**config.mk**
```make
export PLATFORM = sky130hd
export DESIGN_NAME = pxu_unpacker
export DESIGN_NICKNAME = d
export VERILOG_FILES = /design/src/rtl/pxu_pkg.sv /design/src/rtl/pxu_word_order.sv /design/src/rtl/pxu_pixel_decode.sv /design/src/rtl/pxu_slot_ctrl.sv /design/src/rtl/pxu_unpacker.sv
export SDC_FILE = /design/constraint.sdc
export NUM_CORES = 1
export LEC_CHECK = 0
export ABC_AREA = 1
export BUFFER_PORTS_ARGS = -buffer_cell sky130_fd_sc_hd__clkbuf_2
export CAP_MARGIN = 10
export CORE_ASPECT_RATIO = 1.75
export CORE_MARGIN = 2
export CORE_UTILIZATION = 59
export DETAILED_ROUTE_END_ITERATION = 10
export PLACE_DENSITY_LB_ADDON = 0.3
export RECOVER_POWER = 50
export SYNTH_ARGS = -nofsm -noshare
export SYNTH_HDL_FRONTEND = slang
export SYNTH_SLANG_ARGS = --single-unit
```
**constraint.sdc**
```tcl
create_clock -name clk -period 3.7 [get_ports clk]
set_input_delay 0.185 -clock clk [delete_from_list [all_inputs] [get_ports clk]]
set_output_delay 0.185 -clock clk [all_outputs]
set_load 0.02 [all_outputs]
```
**src/rtl/pxu_pkg.sv**
```systemverilog
package pxu_pkg;

    localparam int WORD_W  = 32;
    localparam int HALF_W  = 16;
    localparam int BYTE_W  = 8;
    localparam int CH_W    = 8;
    localparam int RGB24_W = 3 * BYTE_W;
    localparam int HALVES  = WORD_W / HALF_W;
    localparam int CNT_W   = $clog2(HALVES + 1);

    typedef struct packed {
        logic            inten;
        logic [CH_W-1:0] r;
        logic [CH_W-1:0] g;
        logic [CH_W-1:0] b;
    } pix_t;

    typedef struct packed {
        logic bpp24;
        logic fmt565;
        logic swap_b;
        logic swap_h;
        logic msb24;
    } cfg_t;

    localparam cfg_t CFG_RESET = '{bpp24: 1'b0, fmt565: 1'b1, swap_b: 1'b0,
                                   swap_h: 1'b1, msb24: 1'b0};

    localparam pix_t PIX_BLACK = '0;

    function automatic logic [CH_W-1:0] widen5(input logic [4:0] x);
        return {x, x[4:2]};
    endfunction

    function automatic logic [CH_W-1:0] widen6(input logic [5:0] x);
        return {x, x[5:4]};
    endfunction

endpackage

```
**src/rtl/pxu_word_order.sv**
```systemverilog
module pxu_word_order
    import pxu_pkg::*;
(
    input  logic [WORD_W-1:0] word,
    input  logic              swap_b,
    input  logic              swap_h,
    output logic [HALF_W-1:0] first_half,
    output logic [HALF_W-1:0] second_half
);
    logic [HALF_W-1:0] halves [HALVES];

    for (genvar h = 0; h < HALVES; h++) begin : g_half
        logic [HALF_W-1:0] raw;
        assign raw = word[h*HALF_W +: HALF_W];
        always_comb begin
            if (swap_b) halves[h] = {raw[BYTE_W-1:0], raw[HALF_W-1:BYTE_W]};
            else        halves[h] = raw;
        end
    end

    always_comb begin
        if (swap_h) begin
            first_half  = halves[1];
            second_half = halves[0];
        end else begin
            first_half  = halves[0];
            second_half = halves[1];
        end
    end
endmodule

```
**src/rtl/pxu_pixel_decode.sv**
```systemverilog
module pxu_pixel_decode
    import pxu_pkg::*;
(
    input  logic [HALF_W-1:0] half,
    input  logic [WORD_W-1:0] word,
    input  cfg_t              cfg,
    output pix_t              pix
);
    logic [RGB24_W-1:0] chunk;

    always_comb begin
        chunk = cfg.msb24 ? word[WORD_W-1 -: RGB24_W] : word[RGB24_W-1:0];
        pix   = PIX_BLACK;
        if (cfg.bpp24) begin
            pix.r = chunk[3*BYTE_W-1 -: BYTE_W];
            pix.g = chunk[2*BYTE_W-1 -: BYTE_W];
            pix.b = chunk[BYTE_W-1:0];
        end else if (cfg.fmt565) begin
            pix.r = widen5(half[15:11]);
            pix.g = widen6(half[10:5]);
            pix.b = widen5(half[4:0]);
        end else begin
            pix.r     = widen5(half[15:11]);
            pix.g     = widen5(half[10:6]);
            pix.b     = widen5(half[5:1]);
            pix.inten = half[0];
        end
    end
endmodule

```
**src/rtl/pxu_slot_ctrl.sv**
```systemverilog
module pxu_slot_ctrl
    import pxu_pkg::*;
(
    input  logic clk,
    input  logic rst,
    input  logic de,
    input  logic word_valid,
    input  logic load_one,
    output logic word_ready,
    output logic accept,
    output logic emit,
    output logic use_second
);
    logic [CNT_W-1:0] left_q;

    assign word_ready = (left_q == '0) || (left_q == CNT_W'(1) && de);
    assign accept     = word_valid && word_ready;
    assign emit       = de && (left_q != '0);
    assign use_second = (left_q == CNT_W'(1));

    always_ff @(posedge clk) begin
        if (rst)          left_q <= '0;
        else if (accept)  left_q <= load_one ? CNT_W'(1) : CNT_W'(HALVES);
        else if (emit)    left_q <= left_q - CNT_W'(1);
    end
endmodule

```
**src/rtl/pxu_unpacker.sv**
```systemverilog
module pxu_unpacker
    import pxu_pkg::*;
(
    input  logic        clk,
    input  logic        rst,
    input  logic        word_valid,
    input  logic [31:0] word_data,
    output logic        word_ready,
    input  logic        cfg_bpp24,
    input  logic        cfg_fmt565,
    input  logic        cfg_swap_bytes,
    input  logic        cfg_swap_halves,
    input  logic        cfg_msb24,
    input  logic        de,
    output logic        pix_en,
    output logic [7:0]  pix_r,
    output logic [7:0]  pix_g,
    output logic [7:0]  pix_b,
    output logic        pix_i
);
    cfg_t              cfg_in, cfg_q;
    logic [WORD_W-1:0] word_q;
    logic [HALF_W-1:0] h_first, h_second, h_sel;
    logic              accept, emit, use_second;
    pix_t              dec_pix, pix_q;
    logic              de_q, px16_q, fmt565_q;

    assign cfg_in = '{bpp24: cfg_bpp24, fmt565: cfg_fmt565, swap_b: cfg_swap_bytes,
                      swap_h: cfg_swap_halves, msb24: cfg_msb24};

    pxu_slot_ctrl u_slot (
        .clk        (clk),
        .rst        (rst),
        .de         (de),
        .word_valid (word_valid),
        .load_one   (cfg_bpp24),
        .word_ready (word_ready),
        .accept     (accept),
        .emit       (emit),
        .use_second (use_second)
    );

    pxu_word_order u_order (
        .word        (word_q),
        .swap_b      (cfg_q.swap_b),
        .swap_h      (cfg_q.swap_h),
        .first_half  (h_first),
        .second_half (h_second)
    );

    assign h_sel = use_second ? h_second : h_first;

    pxu_pixel_decode u_dec (
        .half (h_sel),
        .word (word_q),
        .cfg  (cfg_q),
        .pix  (dec_pix)
    );

    always_ff @(posedge clk) begin
        if (rst) begin
            word_q   <= '0;
            cfg_q    <= CFG_RESET;
            pix_q    <= PIX_BLACK;
            de_q     <= 1'b0;
            px16_q   <= 1'b0;
            fmt565_q <= 1'b0;
        end else begin
            if (accept) begin
                word_q <= word_data;
                cfg_q  <= cfg_in;
            end
            de_q     <= de;
            pix_q    <= emit ? dec_pix : PIX_BLACK;
            px16_q   <= emit && !cfg_q.bpp24;
            fmt565_q <= cfg_q.fmt565;
        end
    end

    assign pix_en = de_q;
    assign pix_r  = pix_q.r;
    assign pix_g  = pix_q.g;
    assign pix_b  = pix_q.b;
    assign pix_i  = pix_q.inten;
endmodule

```
## Yosys cells after proc, flatten, opt, wreduce, memory -nomap -nowiden

Index checks and enable logic that the tools add are counted.

- Bits in registers: 65
- Bits of input ports: 41
- Output and inout bits: 27
- Logic and storage cells: 35

- Add/subtract/negate cells: 1
- Eq/ne operators: 1
- Muxes and demuxes: 11
- Bitwise gates (word level): 1
- Reduce and logical (&&, ||, !) cells: 9

Operators by type and width:

| cell | count |
|---|---|
| 16-bit two-way mux | 5 |
| 24-bit two-way mux | 2 |
| 11-bit two-way mux | 1 |
| 2-bit two-way mux | 3 |
| 2-bit nonzero test | 2 |
| 4-bit OR reduction | 1 |
| 1-bit logical AND | 3 |
| 2-bit by 1-bit == test with 1-bit output (second input constant) | 1 |
| 2-bit zero test | 1 |
| 2-bit OR reduction | 1 |
| 2-bit by 1-bit subtractor with 2-bit output (second input constant) | 1 |
| 1-bit logical OR | 1 |
| 1-bit inverter | 1 |

## Depth between registers and ports, before layout

Gate-level depths: netlist of run 1.

- Word-level depth: 5
- Mapped depth: 12

## By module

A second synthesis of run 1 with hierarchy kept.

- Cell total of the unflattened synthesis: 782
- Area, all modules: 4,594.4 sq um

Modules (own cells, without submodules):

| module | instances | cells each | area an instance (sq um) |
|---|---|---|---|
| pxu_unpacker | 1 | 364 | 2,652.5 |
| pxu_word_order | 1 | 208 | 945.9 |
| pxu_pixel_decode | 1 | 185 | 837.1 |
| pxu_slot_ctrl | 1 | 25 | 158.9 |

## Least setup slack after synthesis of run 1

No wires, ideal clock.

- Path type: reg-to-reg
- Start point: register u_slot.left_q[0]
- End point: register word_q[10]
- Arrival time: 1.306 ns
- Required time: 3.572 ns
- Slack: 2.266 ns
- Stages on the path, launching flop included: 8
- Buffers on the path: 1
- Cell sequence: dfxtp_1 > inv_1 > ha_1 > inv_1 > nand2_1 > nand2_2 > clkbuf_1 > a21oi_1

- Word-level cells in the longest chain between the ends: 4
- Elaborated cells between the ends (all ways): 5
- Those cells by class: eq/ne (1); reduce/logical (4)

RTL lines:

| what | line | RTL |
|---|---|---|
| from (decl) | pxu_slot_ctrl.sv:14 | `logic [CNT_W-1:0] left_q;` |
| from (signal assigned) | pxu_slot_ctrl.sv:23 | `else if (accept) left_q <= load_one ? CNT_W'(1) : CNT_W'(HALVES);` |
| from (signal assigned) | pxu_slot_ctrl.sv:24 | `else if (emit) left_q <= left_q - CNT_W'(1);` |
| 2-bit by 1-bit == test with 1-bit output | pxu_slot_ctrl.sv:16 | `assign word_ready = (left_q == '0) \|\| (left_q == CNT_W'(1) && de);` |
| 1-bit logical AND | pxu_slot_ctrl.sv:16 |  |
| 1-bit logical OR * | pxu_slot_ctrl.sv:16 |  |
| named net word_ready | pxu_unpacker.sv:8 | `output logic word_ready,` |
| 1-bit logical AND * | pxu_slot_ctrl.sv:17 | `assign accept = word_valid && word_ready;` |
| to (signal assigned) | pxu_unpacker.sv:70 | `word_q <= word_data;` |
| to (decl) | pxu_unpacker.sv:22 | `logic [WORD_W-1:0] word_q;` |

The timed path passes the listed nets; every way through them passes the cells marked *.
A chain may end at the register's enable or synchronous reset.

## Worst setup path after layout of run 1

- Start point: register u_slot.left_q[0]
- End point: register u_slot.left_q[0]

- Word-level cells in the longest chain between the ends: 5
- Elaborated cells between the ends (all ways): 11
- Those cells by class: add/sub (1); eq/ne (1); mux (2); reduce/logical (7)

RTL lines:

| what |
|---|
| branches (longest 5 deep; another with 2-bit by 1-bit subtractor with 2-bit output) |

Parallel ways; which one is timed is not known. The select of a mux whose other input is x is not followed.

==> impl_metrics.sql, run 1 <==
INSERT INTO impl_metrics (metric_group, metric, value, unit) VALUES
('sta', 'finalSetupTns', '0', 'ns'),
('die', 'width_of_the_chip', '59.7', 'um'),
('route', 'drt_iter0_markers', '228', ''),
('global_routing', 'busiest_layer', 'met2', ''),
('cts', 'cts_hold_repair.buffers', '0', ''),
('route', 'avgViaCountPerCell', '5.56', ''),
('synthesis', 'synth_xor_xnor_area_share', '0', ''),
('sta', 'timing.max_slew.rel_slack', '0.390', ''),
('synthesis', 'yosys.area_share.simple', '0.238', ''),
('global_routing', 'grt_pass1_vias', '2899', ''),
('sta', 'whs', '0.0554', 'ns'),
('synthesis', 'synth_compound_area_frac', '0.234', ''),
('worst_setup_path', 'critical_path_class', 'reg -> reg', ''),
('synthesis', 'main_combinational_cell_family_by_area_after_synthesis', 'simple AND/OR/NAND/NOR gates', ''),
('cts', 'post_cts.resized_instances', '0', ''),
('cts', 'clk_path_buf_depth', '2', ''),
('finish', 'layout.filler_cells', '519', ''),
('global_routing', 'met2_track_demand_over_resource_in_global_routing', '0.456', ''),
('cts', 'clkLatencyLatePin', '0.35', 'ns'),
('sta', 'final_max_slew_viol_count', '0', ''),
('route', 'remaining_drc_errors', '0', ''),
('synthesis', 'synthesis.nets', '521', ''),
('placement', 'port-buffer-count', '67', ''),
('global_routing', 'globalRouteMet3Util', '0.0626', ''),
('sta', 'timing.clock.skew', '0.00996', 'ns'),
('hold_path', 'min_path_type', 'in -> reg', ''),
('global_routing', 'grtUsageMet1', '0.334', ''),
('die', 'die-area', '6060', 'um2'),
('global_routing', 'antenna_found_initial', '0', ''),
('sta', 'final.period_utilization', '0.686', ''),
('sta', 'worstMarginPinSlew', '0.913', 'ns'),
('finish', 'finish.net_count', '572', ''),
('power_and_ir_drop', 'cellPowerDensity', '743', 'nW/um2'),
('power_and_ir_drop', 'power.static_leakage', '0.00168', 'uW'),
('synthesis', 'postSynthCellCount', '478', ''),
('sta', 'finalSetupViolations', '0', ''),
('cts', 'cts.repair_timing.setup_buffer_count', '0', ''),
('sta', 'grt_setup_unrepaired', 'false', ''),
('finish', 'layout_common_cells', 'sky130_fd_sc_hd__nand2_1, sky130_fd_sc_hd__a21oi_1, sky130_fd_sc_hd__o21ai_0, sky130_fd_sc_hd__dfxtp_1, sky130_fd_sc_hd__inv_1', ''),
('finish', 'final_layout_size_suffix_gt1_frac', '0.116', ''),
('cts', 'htreeDepth', '3', ''),
('placement', 'hpwlAfterDp', '5.65', 'mm'),
('cts', 'worst_setup_hold_path_clk_slew', '0.06', 'ns'),
('synthesis', 'fraction_of_the_yosys_area_taken_by_sequential_cells', '0.406', ''),
('sta', 'finalWorstPathRequiredPeriod', '2.54', 'ns'),
('synthesis', 'synth.avg_cell_area', '6.71', 'um2'),
('route', 'ant_nets', '0', ''),
('route', 'drt_first_pass_iters', '5', ''),
('global_routing', 'grt_first_pass_wirelength', '13.0', 'mm'),
('worst_setup_path', 'data_required_time_of_the_worst_path', '3.94', 'ns'),
('route', 'drt-wirelength-per-cell', '13.8', 'um'),
('die', 'row_count', '35', ''),
('global_routing', 'grt_usage', '0.285', ''),
('finish', 'area_growth', '11.2', '%'),
('status', 'run_status', 'finished clean', ''),
('die', 'initial_core_utilization', '0.610', ''),
('cts', 'cts_tree', 'done', ''),
('cts', 'root_buffer', 'sky130_fd_sc_hd__clkbuf_8', ''),
('synthesis', 'synth_mux_area_frac', '0', ''),
('cts', 'cts-buffers-inserted', '9', ''),
('finish', 'layout.cells.most_common', 'sky130_fd_sc_hd__nand2_1', ''),
('synthesis', 'post_synth_fa_ha_maj_area_fraction', '0.00780', ''),
('worst_setup_path', 'cp.arrival', '2.77', 'ns'),
('synthesis', 'synth_area', '3210', 'um2'),
('sta', 'hold_vio_cnt_final', '0', ''),
('cts', 'cts.sinks', '65', ''),
('global_routing', 'grt_max_degree', '38', ''),
('power_and_ir_drop', 'irDropWorstVdd', '0.617', 'mV'),
('global_routing', 'remaining_overflow_grt', '0', ''),
('synthesis', 'ys.warnings.count', '0', ''),
('worst_setup_path', 'cp-start-kind', 'flop', ''),
('synthesis', 'ys_ff_latch', '65', ''),
('route', 'wirelength', '8.14', 'mm'),
('worst_setup_path', 'setup.worst_path.end_class', 'flop', ''),
('synthesis', 'yosysUniqueCellTypes', '21', ''),
('finish', 'antenna-diode-count', '0', ''),
('route', 'vias', '3277', ''),
('flow_run', 'timing.max_cap.violations', '0', ''),
('placement', 'gp_congestion', '1.04', ''),
('die', 'core_area', '5260', 'um2'),
('die', 'die-height', '102', 'um'),
('die', 'ios', '68', ''),
('sta', 'max_clock_freq', '394', 'MHz'),
('worst_setup_path', 'timing.critical_path.fanout_max', '28', '');
-- power by group --
part	leakage [uW]	total, uW	switching (uW)	internal [uW]
clock network	0.0000867	532	253	279
logic	0.00106	1140	801	337
registers	0.000533	977	116	861
total	0.00168	2650	1170	1480
-- Yosys cell counts --
cell | count | area, um2
sky130_fd_sc_hd__a21oi_1 | 66 | 330
sky130_fd_sc_hd__a21oi_2 | 1 | 8.76
sky130_fd_sc_hd__buf_1 | 1 | 3.75
sky130_fd_sc_hd__buf_2 | 7 | 35.0
sky130_fd_sc_hd__buf_4 | 5 | 37.5
sky130_fd_sc_hd__buf_6 | 8 | 90.1
sky130_fd_sc_hd__clkbuf_1 | 6 | 22.5
sky130_fd_sc_hd__clkbuf_2 | 3 | 15.0
sky130_fd_sc_hd__dfxtp_1 | 65 | 1300
sky130_fd_sc_hd__ha_1 | 2 | 25.0
sky130_fd_sc_hd__inv_1 | 39 | 146
sky130_fd_sc_hd__inv_2 | 2 | 7.51
sky130_fd_sc_hd__inv_4 | 1 | 6.26
sky130_fd_sc_hd__nand2_1 | 149 | 559
sky130_fd_sc_hd__nand2_2 | 3 | 18.8
sky130_fd_sc_hd__nand3_1 | 14 | 70.1
sky130_fd_sc_hd__nor2_1 | 31 | 116
sky130_fd_sc_hd__o211ai_1 | 6 | 45.0
sky130_fd_sc_hd__o211ai_2 | 3 | 37.5
sky130_fd_sc_hd__o21ai_0 | 65 | 325
sky130_fd_sc_hd__o21ai_1 | 1 | 5.00
-- kinds of logic (layout without fill, tap and decap cells) --
logic type	after synthesis	after routing
compound gates	142	142
simple gates	197	197
flops	65	65
fa+ha+maj	2	2
buf+inv	72	128
-- critical path, stage by stage, from the launching register on --
cell and delay [ns]:
sky130_fd_sc_hd__dfxtp_1 0.35, sky130_fd_sc_hd__inv_1 0.07, sky130_fd_sc_hd__ha_1 0.19, sky130_fd_sc_hd__inv_1 0.06, sky130_fd_sc_hd__nand2_1 0.07, sky130_fd_sc_hd__nand2_1 0.67, sky130_fd_sc_hd__inv_1 0.50, sky130_fd_sc_hd__nand2_1 0.24
sky130_fd_sc_hd__nand2_1 0.06, sky130_fd_sc_hd__a21oi_1 0.14, sky130_fd_sc_hd__nor2_1 0.06
-- stage by stage --
stage               area, um2  cells  utilization  setup WS, ns  total power (uW)
floorplan                3210    478            -          2.27              1910
global placement         3430    573        0.653          1.78              2090
detailed placement       3430    573        0.653          1.67              2120
CTS                      3600    589        0.686          1.65              2650
global route             3560    589        0.678         0.886              2850
finish                   3560    589        0.678          1.16              2650
-- layer usage --
metal / up-vias / share of wire
met5: - / 0
met4: 0 / 0.048
met3: 28 / 0.066
met2: 143 / 0.49
met1: 1466 / 0.40
li1: 1640 / -
-- area by class of cell --
type / instances / area [um2] / share of cell area
multi-input cells: 341 / 1540 / 0.431
clock buffers: 14 / 163 / 0.0456
clock inverters: 2 / 12.5 / 0.00351
well taps: 55 / 68.8 / 0.0193
flip-flops and latches: 65 / 1300 / 0.365
repair buffers: 70 / 323 / 0.0906
inverters: 42 / 160 / 0.0449
-- sequential cells by signal, summed over array words and instances, names as in the netlist --
register / cells
pix_b: 8
cfg_q: 5
pix_en: 1
pix_i: 1
u_slot.left_q: 2
word_q: 32
pix_g: 8
pix_r: 8
-- final timing paths --
path	start	to	slack, ns	cells past startpoint
max reg2reg	u_slot.left_q[0]	u_slot.left_q[0]	1.16	10
max	u_slot.left_q[0]	u_slot.left_q[0]	1.16	10
min reg2reg	u_slot.left_q[1]	u_slot.left_q[1]	0.49	2
min	cfg_swap_halves	cfg_q[1]	0.06	3
Power figures use the tool's default switching activity.
==> run 2, diff against run 1 <==
--- a/config.mk
+++ b/config.mk
@@ -5,12 +5,12 @@
 export SDC_FILE = /design/constraint.sdc
 export NUM_CORES = 1
 export LEC_CHECK = 0
-export ABC_AREA = 1
+export ABC_AREA = 0
 export BUFFER_PORTS_ARGS = -buffer_cell sky130_fd_sc_hd__clkbuf_2
 export CAP_MARGIN = 10
 export CORE_ASPECT_RATIO = 1.75
 export CORE_MARGIN = 2
-export CORE_UTILIZATION = 59
+export CORE_UTILIZATION = 49
 export DETAILED_ROUTE_END_ITERATION = 10
 export PLACE_DENSITY_LB_ADDON = 0.3
 export RECOVER_POWER = 50
==> constraint.sdc (replaced) <==
create_clock -name clk -period 2.2 [get_ports clk]
set_input_delay 0.11 -clock clk [delete_from_list [all_inputs] [get_ports clk]]
set_output_delay 0.11 -clock clk [all_outputs]
set_load 0.02 [all_outputs]
==> impl_metrics.sql, run 2 <==
INSERT INTO impl_metrics (metric_group, metric, value, unit) VALUES
('finish', 'final_core_utilization', '0.611', ''),
('finish', 'number_of_flip_flops_under_the_largest_register_name', '32', ''),
('sta', 'hold_vio_cnt_final', '0', ''),
('worst_setup_path', 'cp.arrival', '2.29', 'ns'),
('hold_path', 'min_path_type', 'in -> reg', ''),
('route', 'wirelength', '8.62', 'mm'),
('sta', 'grt_setup_unrepaired', 'false', ''),
('cts', 'worst_setup_hold_path_clk_slew', '0.05', 'ns'),
('worst_setup_path', 'timing.critical_path.cells', 'inv_1 -> ha_2 -> xor2_4 -> buf_4 -> mux4_1 -> o211a_1', ''),
('route', 'remaining_drc_errors', '0', ''),
('worst_setup_path', 'setup.worst_path.end_class', 'flop', ''),
('cts', 'cts-buffers-inserted', '9', ''),
('global_routing', 'grt_first_pass_wirelength', '13.8', 'mm'),
('die', 'core_area', '6540', 'um2'),
('finish', 'layout.cells.most_common', 'sky130_fd_sc_hd__dfxtp_1', ''),
('die', 'die-area', '7450', 'um2'),
('power_and_ir_drop', 'seq_power_share', '0.377', ''),
('route', 'drt_first_pass_iters', '4', ''),
('route', 'vias', '2939', ''),
('finish', 'layout_common_cells', 'sky130_fd_sc_hd__dfxtp_1, sky130_fd_sc_hd__o21ai_0, sky130_fd_sc_hd__clkbuf_2, sky130_fd_sc_hd__a21oi_1, sky130_fd_sc_hd__nand3_1', ''),
('power_and_ir_drop', 'finalPower', '3740', 'uW'),
('worst_setup_path', 'critical_path.max_stage_delay', '0.60', 'ns'),
('global_routing', 'grt_max_degree', '42', ''),
('route', 'ant_nets', '0', ''),
('sta', 'finalSetupTns', '0', 'ns'),
('synthesis', 'list_of_most_frequent_post_synthesis_cells', 'sky130_fd_sc_hd__dfxtp_1, sky130_fd_sc_hd__o21ai_0, sky130_fd_sc_hd__a21oi_1', ''),
('power_and_ir_drop', 'internal_power', '2610', 'uW'),
('route', 'drt_iter0_markers', '127', ''),
('finish', 'layout.filler_cells', '611', ''),
('synthesis', 'ys.warnings.count', '0', ''),
('die', 'die-height', '113', 'um'),
('worst_setup_path', 'data_required_time_of_the_worst_path', '2.42', 'ns'),
('sta', 'timing.clock.skew', '0.00538', 'ns'),
('cts', 'cts.sinks', '65', ''),
('flow_run', 'timing.max_cap.violations', '1', ''),
('sta', 'final_max_slew_viol_count', '42', ''),
('sta', 'timing.max_slew.rel_slack', '-0.185', ''),
('finish', 'final_layout_size_suffix_gt1_frac', '0.215', ''),
('finish', 'antenna-diode-count', '0', ''),
('power_and_ir_drop', 'p_switching', '1120', 'uW'),
('cts', 'clk_path_buf_depth', '2', ''),
('synthesis', 'synthesis.nets', '389', ''),
('worst_setup_path', 'cp-start-kind', 'flop', ''),
('power_and_ir_drop', 'power.static_leakage', '0.00168', 'uW'),
('worst_setup_path', 'timing.critical_path.fanout_max', '10', ''),
('synthesis', 'netlist.top_cell.by_area', 'sky130_fd_sc_hd__dfxtp_1', ''),
('power_and_ir_drop', 'clkPwrFrac', '0.375', ''),
('synthesis', 'synth_async_sr_flop_share', '0', ''),
('global_routing', 'grt_usage', '0.246', ''),
('die', 'row_count', '39', ''),
('placement', 'port-buffer-count', '67', ''),
('synthesis', 'post-synth-top-count-cell', 'sky130_fd_sc_hd__dfxtp_1', ''),
('finish', 'multi_input_area', '1760', 'um2'),
('finish', 'largest_register', 'word_q', ''),
('sta', 'max_clock_freq', '484', 'MHz'),
('route', 'drt-wirelength-per-cell', '17.5', 'um'),
('status', 'violated_checks', 'capacitance limit, slew limit', ''),
('global_routing', 'antenna_found_initial', '0', ''),
('finish', 'finish.net_count', '449', ''),
('synthesis', 'ys_ff_latch', '65', ''),
('cts', 'cts_tree', 'done', ''),
('status', 'run_status', 'finished with violations', ''),
('synthesis', 'synth_edf_count', '0', ''),
('finish', 'area_growth', '20.6', '%'),
('worst_setup_path', 'critical_path_class', 'reg -> reg', ''),
('route', 'avgViaCountPerCell', '5.97', ''),
('power_and_ir_drop', 'cellPowerDensity', '936', 'nW/um2'),
('cts', 'root_buffer', 'sky130_fd_sc_hd__clkbuf_16', ''),
('synthesis', 'fraction_of_the_yosys_area_taken_by_sequential_cells', '0.393', ''),
('synthesis', 'synth_area', '3310', 'um2'),
('worst_setup_path', 'crit_path_top_delay_cell', 'sky130_fd_sc_hd__mux4_1', ''),
('synthesis', 'yosysUniqueCellTypes', '35', ''),
('synthesis', 'yosys_most_used_dff', 'sky130_fd_sc_hd__dfxtp_1', ''),
('synthesis', 'synth.avg_cell_area', '9.56', 'um2'),
('synthesis', 'postSynthCellCount', '346', ''),
('sta', 'worstMarginPinSlew', '1.78', 'ns'),
('cts', 'htreeDepth', '3', ''),
('finish', 'regArea', '1300', 'um2'),
('die', 'initial_core_utilization', '0.506', ''),
('synthesis', 'netlist_top_cells_area', 'sky130_fd_sc_hd__dfxtp_1, sky130_fd_sc_hd__mux4_1, sky130_fd_sc_hd__o21ai_0', ''),
('power_and_ir_drop', 'irDropWorstVdd', '0.682', 'mV'),
('global_routing', 'remaining_overflow_grt', '0', ''),
('placement', 'hpwlAfterDp', '6.41', 'mm'),
('die', 'width_of_the_chip', '66.1', 'um'),
('sta', 'finalSetupViolations', '0', ''),
('sta', 'finalWorstPathRequiredPeriod', '2.07', 'ns'),
('die', 'ios', '68', ''),
('power_and_ir_drop', 'power_frac_comb', '0.248', ''),
('cts', 'clkLatencyLatePin', '0.34', 'ns'),
('synthesis', 'synth_top_area_share', '0.393', ''),
('placement', 'gp_congestion', '0.925', ''),
('sta', 'final.period_utilization', '0.939', ''),
('global_routing', 'grt_pass1_vias', '2798', ''),
('power_and_ir_drop', 'power.share.switching', '0.301', ''),
('cts', 'cts_hold_repair.buffers', '0', '');
[run 2: cell families (layout without fill, tap and decap cells)]
logic type | after synthesis | count (layout) | share of synthesized area
compound gates | 120 | 120 | 0.229
xor+xnor | 2 | 2 | 0.0110
fa+ha+maj | 2 | 2 | 0.00756
buf+inv | 63 | 127 | 0.0764
flops | 65 | 65 | 0.393
mux | 33 | 33 | 0.191
simple gates | 61 | 61 | 0.0919
[run 2: cell type report]
type	count	area share
multi-input cells	218	0.442
well taps	82	0.0257
clock buffers	12	0.0642
clock inverters	3	0.0100
flip-flops and latches	65	0.326
inverters	27	0.0254
repair buffers	85	0.107
[run 2: path summary, 6_finish.rpt]
kind | startpoint | end | slack, ns | depth (start not counted)
max reg2reg | u_slot.left_q[1] | pix_r[6] | 0.13 | 6
min | word_data[2] | word_q[2] | 0.005 | 3
min reg2reg | word_q[18] | word_q[18] | 0.49 | 2
max | u_slot.left_q[1] | pix_r[6] | 0.13 | 6
[run 2: layer usage]
layer | track usage | up-vias | part of all wire | wire length, um
li1 | - | 1406 | - | -
met1 | 0.280 | 1396 | 0.38 | 3280
met2 | 0.409 | 103 | 0.51 | 4430
met3 | 0.0427 | 34 | 0.052 | 451
met4 | 0.166 | 0 | 0.052 | 452
met5 | 0 | - | 0 | 0
[run 2: per-stage QoR]
step           setup slack [ns]  hold slack [ns]  std cells  area, um2
3_5_place_dp             0.0891            0.354        477       3740
4_1_cts                  0.0784          0.00530        492       4040
2_1_floorplan             0.214            0.238        346       3310
6_report                  0.133          0.00547        492       3990
5_1_grt                  0.0122           0.0231        492       3990
3_3_place_gp              0.162            0.349        477       3740
[run 2: power groups by stage]
stage | Clock (uW) | Sequential [uW] | Combinational, uW
after floorplan | 0 | 1400 | 674
after global placement | 0 | 1420 | 913
after detailed placement | 0 | 1430 | 936
after CTS | 1410 | 1400 | 940
after global routing | 1460 | 1420 | 1020
final | 1400 | 1410 | 927
[run 2: what timing repair did]
item,CTS,global route
setup endpoints to repair,0,7
buffers inserted,0,0
gates resized for setup,0,1
[run 2: worst max-delay path: cells and delay by family (launching register included)]
| family | cells | cell delay [ns] |
|---|---|---|
| AO/OA/AOI/OAI | 1 | 0.22 |
| multiplexers | 1 | 0.60 |
| XOR/XNOR | 1 | 0.27 |
| flip-flops | 1 | 0.31 |
| adder cells (fa/ha/maj) | 1 | 0.23 |
| buffers and inverters | 2 | 0.31 |
==> run 3, diff against run 2 <==
--- a/config.mk
+++ b/config.mk
@@ -8,9 +8,11 @@
 export ABC_AREA = 0
 export BUFFER_PORTS_ARGS = -buffer_cell sky130_fd_sc_hd__clkbuf_2
 export CAP_MARGIN = 10
+export CELL_PAD_IN_SITES_DETAIL_PLACEMENT = 0
+export CELL_PAD_IN_SITES_GLOBAL_PLACEMENT = 2
 export CORE_ASPECT_RATIO = 1.75
 export CORE_MARGIN = 2
-export CORE_UTILIZATION = 49
+export CORE_UTILIZATION = 30
 export DETAILED_ROUTE_END_ITERATION = 10
 export PLACE_DENSITY_LB_ADDON = 0.3
 export RECOVER_POWER = 50
==> impl_metrics.sql, run 3 (same netlist as run 2, synthesis figures left out) <==
INSERT INTO impl_metrics (metric_group, metric, value, unit) VALUES
('die', 'ios', '68', ''),
('sta', 'hold_vio_cnt_final', '0', ''),
('finish', 'layout.cells.most_common', 'sky130_fd_sc_hd__dfxtp_1', ''),
('placement', 'port-buffer-count', '67', ''),
('cts', 'cts-buffers-inserted', '9', ''),
('cts', 'clk_path_buf_depth', '2', ''),
('placement', 'hpwlAfterDp', '7.30', 'mm'),
('worst_setup_path', 'ff2ff_setup_slack', '0.16', 'ns'),
('die', 'width_of_the_chip', '83.4', 'um'),
('placement', 'gp_congestion', '0.832', ''),
('cts', 'cts_tree', 'done', ''),
('finish', 'layout_common_cells', 'sky130_fd_sc_hd__dfxtp_1, sky130_fd_sc_hd__o21ai_0, sky130_fd_sc_hd__clkbuf_2, sky130_fd_sc_hd__a21oi_1, sky130_fd_sc_hd__nand3_1', ''),
('sta', 'grt_setup_unrepaired', 'false', ''),
('sta', 'finalSetupTns', '0', 'ns'),
('worst_setup_path', 'regToRegEndpoint', 'pix_g[7]', ''),
('worst_setup_path', 'critPathCapture', 'pix_g[7]', ''),
('sta', 'final_max_slew_viol_count', '0', ''),
('route', 'drt_first_pass_iters', '4', ''),
('route', 'vias', '2903', ''),
('worst_setup_path', 'cp.arrival', '2.26', 'ns'),
('sta', 'timing.clock.skew', '0.00517', 'ns'),
('global_routing', 'antenna_found_initial', '0', ''),
('hold_path', 'hold_startpoint', 'word_data[5]', ''),
('die', 'die-height', '143', 'um'),
('route', 'wirelength', '9.76', 'mm'),
('worst_setup_path', 'setup.worst_path.end_class', 'flop', ''),
('worst_setup_path', 'data_required_time_of_the_worst_path', '2.42', 'ns'),
('worst_setup_path', 'launch_point_of_the_worst_reg_to_reg_path', 'u_slot.left_q[0]', ''),
('die', 'core_area', '10700', 'um2'),
('cts', 'cts_hold_repair.buffers', '0', ''),
('worst_setup_path', 'critical_path_class', 'reg -> reg', ''),
('die', 'row_count', '50', ''),
('finish', 'largest_register', 'word_q', ''),
('global_routing', 'grt_max_degree', '42', ''),
('worst_setup_path', 'timing.critical_path.cells', 'ha_1 -> xor2_4 -> buf_12 -> mux4_2 -> a2111oi_2', ''),
('finish', 'final_layout_size_suffix_gt1_frac', '0.210', ''),
('global_routing', 'grt_pass1_vias', '2824', ''),
('die', 'initial_core_utilization', '0.309', ''),
('route', 'ant_nets', '0', ''),
('route', 'drt_iter0_markers', '130', ''),
('route', 'drt-wirelength-per-cell', '18.1', 'um'),
('route', 'avgViaCountPerCell', '5.39', ''),
('global_routing', 'grt_first_pass_wirelength', '15.4', 'mm'),
('finish', 'finish.net_count', '450', ''),
('finish', 'area_growth', '21.7', '%'),
('sta', 'max_clock_freq', '490', 'MHz'),
('cts', 'root_buffer', 'sky130_fd_sc_hd__clkbuf_16', ''),
('worst_setup_path', 'timing.critical_path.fanout_max', '18', ''),
('finish', 'antenna-diode-count', '0', ''),
('cts', 'cts.sinks', '65', ''),
('worst_setup_path', 'critical_path.max_stage_delay', '0.56', 'ns'),
('power_and_ir_drop', 'cellPowerDensity', '893', 'nW/um2'),
('sta', 'whs', '0.0121', 'ns'),
('power_and_ir_drop', 'irDropWorstVdd', '0.439', 'mV'),
('power_and_ir_drop', 'power.static_leakage', '0.00167', 'uW'),
('cts', 'post_cts.resized_instances', '0', ''),
('global_routing', 'remaining_overflow_grt', '0', ''),
('cts', 'worst_setup_hold_path_clk_slew', '0.05', 'ns'),
('hold_path', 'min_path_type', 'in -> reg', ''),
('route', 'remaining_drc_errors', '0', ''),
('global_routing', 'grt_usage', '0.169', ''),
('die', 'die-area', '11900', 'um2'),
('worst_setup_path', 'crit_path_top_delay_cell', 'sky130_fd_sc_hd__mux4_2', ''),
('cts', 'htreeDepth', '3', ''),
('sta', 'finalWorstPathRequiredPeriod', '2.04', 'ns'),
('cts', 'clkLatencyLatePin', '0.33', 'ns'),
('worst_setup_path', 'critical_path.startpoint', 'u_slot.left_q[0]', ''),
('flow_run', 'timing.max_cap.violations', '0', ''),
('worst_setup_path', 'r2r_cells', '5', ''),
('sta', 'worstMarginPinSlew', '0.873', 'ns'),
('cts', 'cts.repair_timing.setup_buffer_count', '0', ''),
('finish', 'number_of_flip_flops_under_the_largest_register_name', '32', ''),
('sta', 'timing.max_slew.rel_slack', '0.418', ''),
('finish', 'layout.filler_cells', '1116', ''),
('sta', 'finalSetupViolations', '0', ''),
('sta', 'final.period_utilization', '0.928', ''),
('worst_setup_path', 'cp-start-kind', 'flop', ''),
('status', 'run_status', 'finished clean', '');
[run 3: cell types whose count changed in the layout (fill, tap and decap cells not counted), sizes merged]
cell    previous run  this run
bufinv             1         0
clkinv             2         1
buf               15        16
[run 3: per-stage QoR]
| stage | total power (uW) | cell area, um2 | utilization | std cells | setup slack [ns] |
|---|---|---|---|---|---|
| floorplan | 2070 | 3310 | - | 346 | 0.214 |
| global placement | 2390 | 3820 | 0.357 | 526 | 0.229 |
| detailed placement | 2410 | 3820 | 0.357 | 526 | 0.142 |
| CTS | 3660 | 4070 | 0.381 | 539 | 0.130 |
| global route | 3790 | 4030 | 0.376 | 539 | 0.0645 |
| finish | 3600 | 4030 | 0.376 | 539 | 0.158 |
[run 3: area by class of cell]
| class | instances | area, um2 | share of cell area |
|---|---|---|---|
| flip-flops and latches | 65 | 1300 | 0.323 |
| repair buffers | 86 | 449 | 0.112 |
| multi-input cells | 218 | 1760 | 0.437 |
| inverters | 27 | 101 | 0.0252 |
| well taps | 130 | 163 | 0.0404 |
| clock inverters | 1 | 5.00 | 0.00124 |
| clock buffers | 12 | 246 | 0.0612 |
[run 3: where the power goes]
group | switching, uW | internal, uW | total [uW] | leakage (uW)
Sequential | 118 | 1290 | 1400 | 0.000531
Combinational | 545 | 410 | 955 | 0.00102
Clock | 466 | 771 | 1240 | 0.000124
[run 3: worst max-delay path: cells and delay by family, from the launching register on]
kind	cells	cell delay, ns
multiplexers	1	0.56
flip-flops	1	0.37
AO/OA/AOI/OAI	1	0.37
adder cells (fa/ha/maj)	1	0.28
XOR/XNOR	1	0.18
buffers and inverters	1	0.18
[run 3: per-layer routing]
layer  global-route usage  part of all wire  vias to the layer above
li1                     -                 -                     1410
met4               0.0923             0.036                        0
met1                0.196              0.41                     1390
met5                    0                 0                        -
met3               0.0393             0.042                       20
met2                0.287              0.52                       83
[run 3: how the worst min path moves through the flow]
| stage | endpoint | slack (ns) | depth (start not counted) |
|---|---|---|---|
| 2_1_floorplan | pix_en | 0.24 | 1 |
| 3_3_place_gp | word_q[25] | 0.35 | 3 |
| 3_5_place_dp | word_q[5] | 0.36 | 3 |
| 4_1_cts | word_q[5] | 0.004 | 3 |
| 5_1_grt | word_q[5] | 0.02 | 3 |
| 6_report | word_q[5] | 0.01 | 3 |
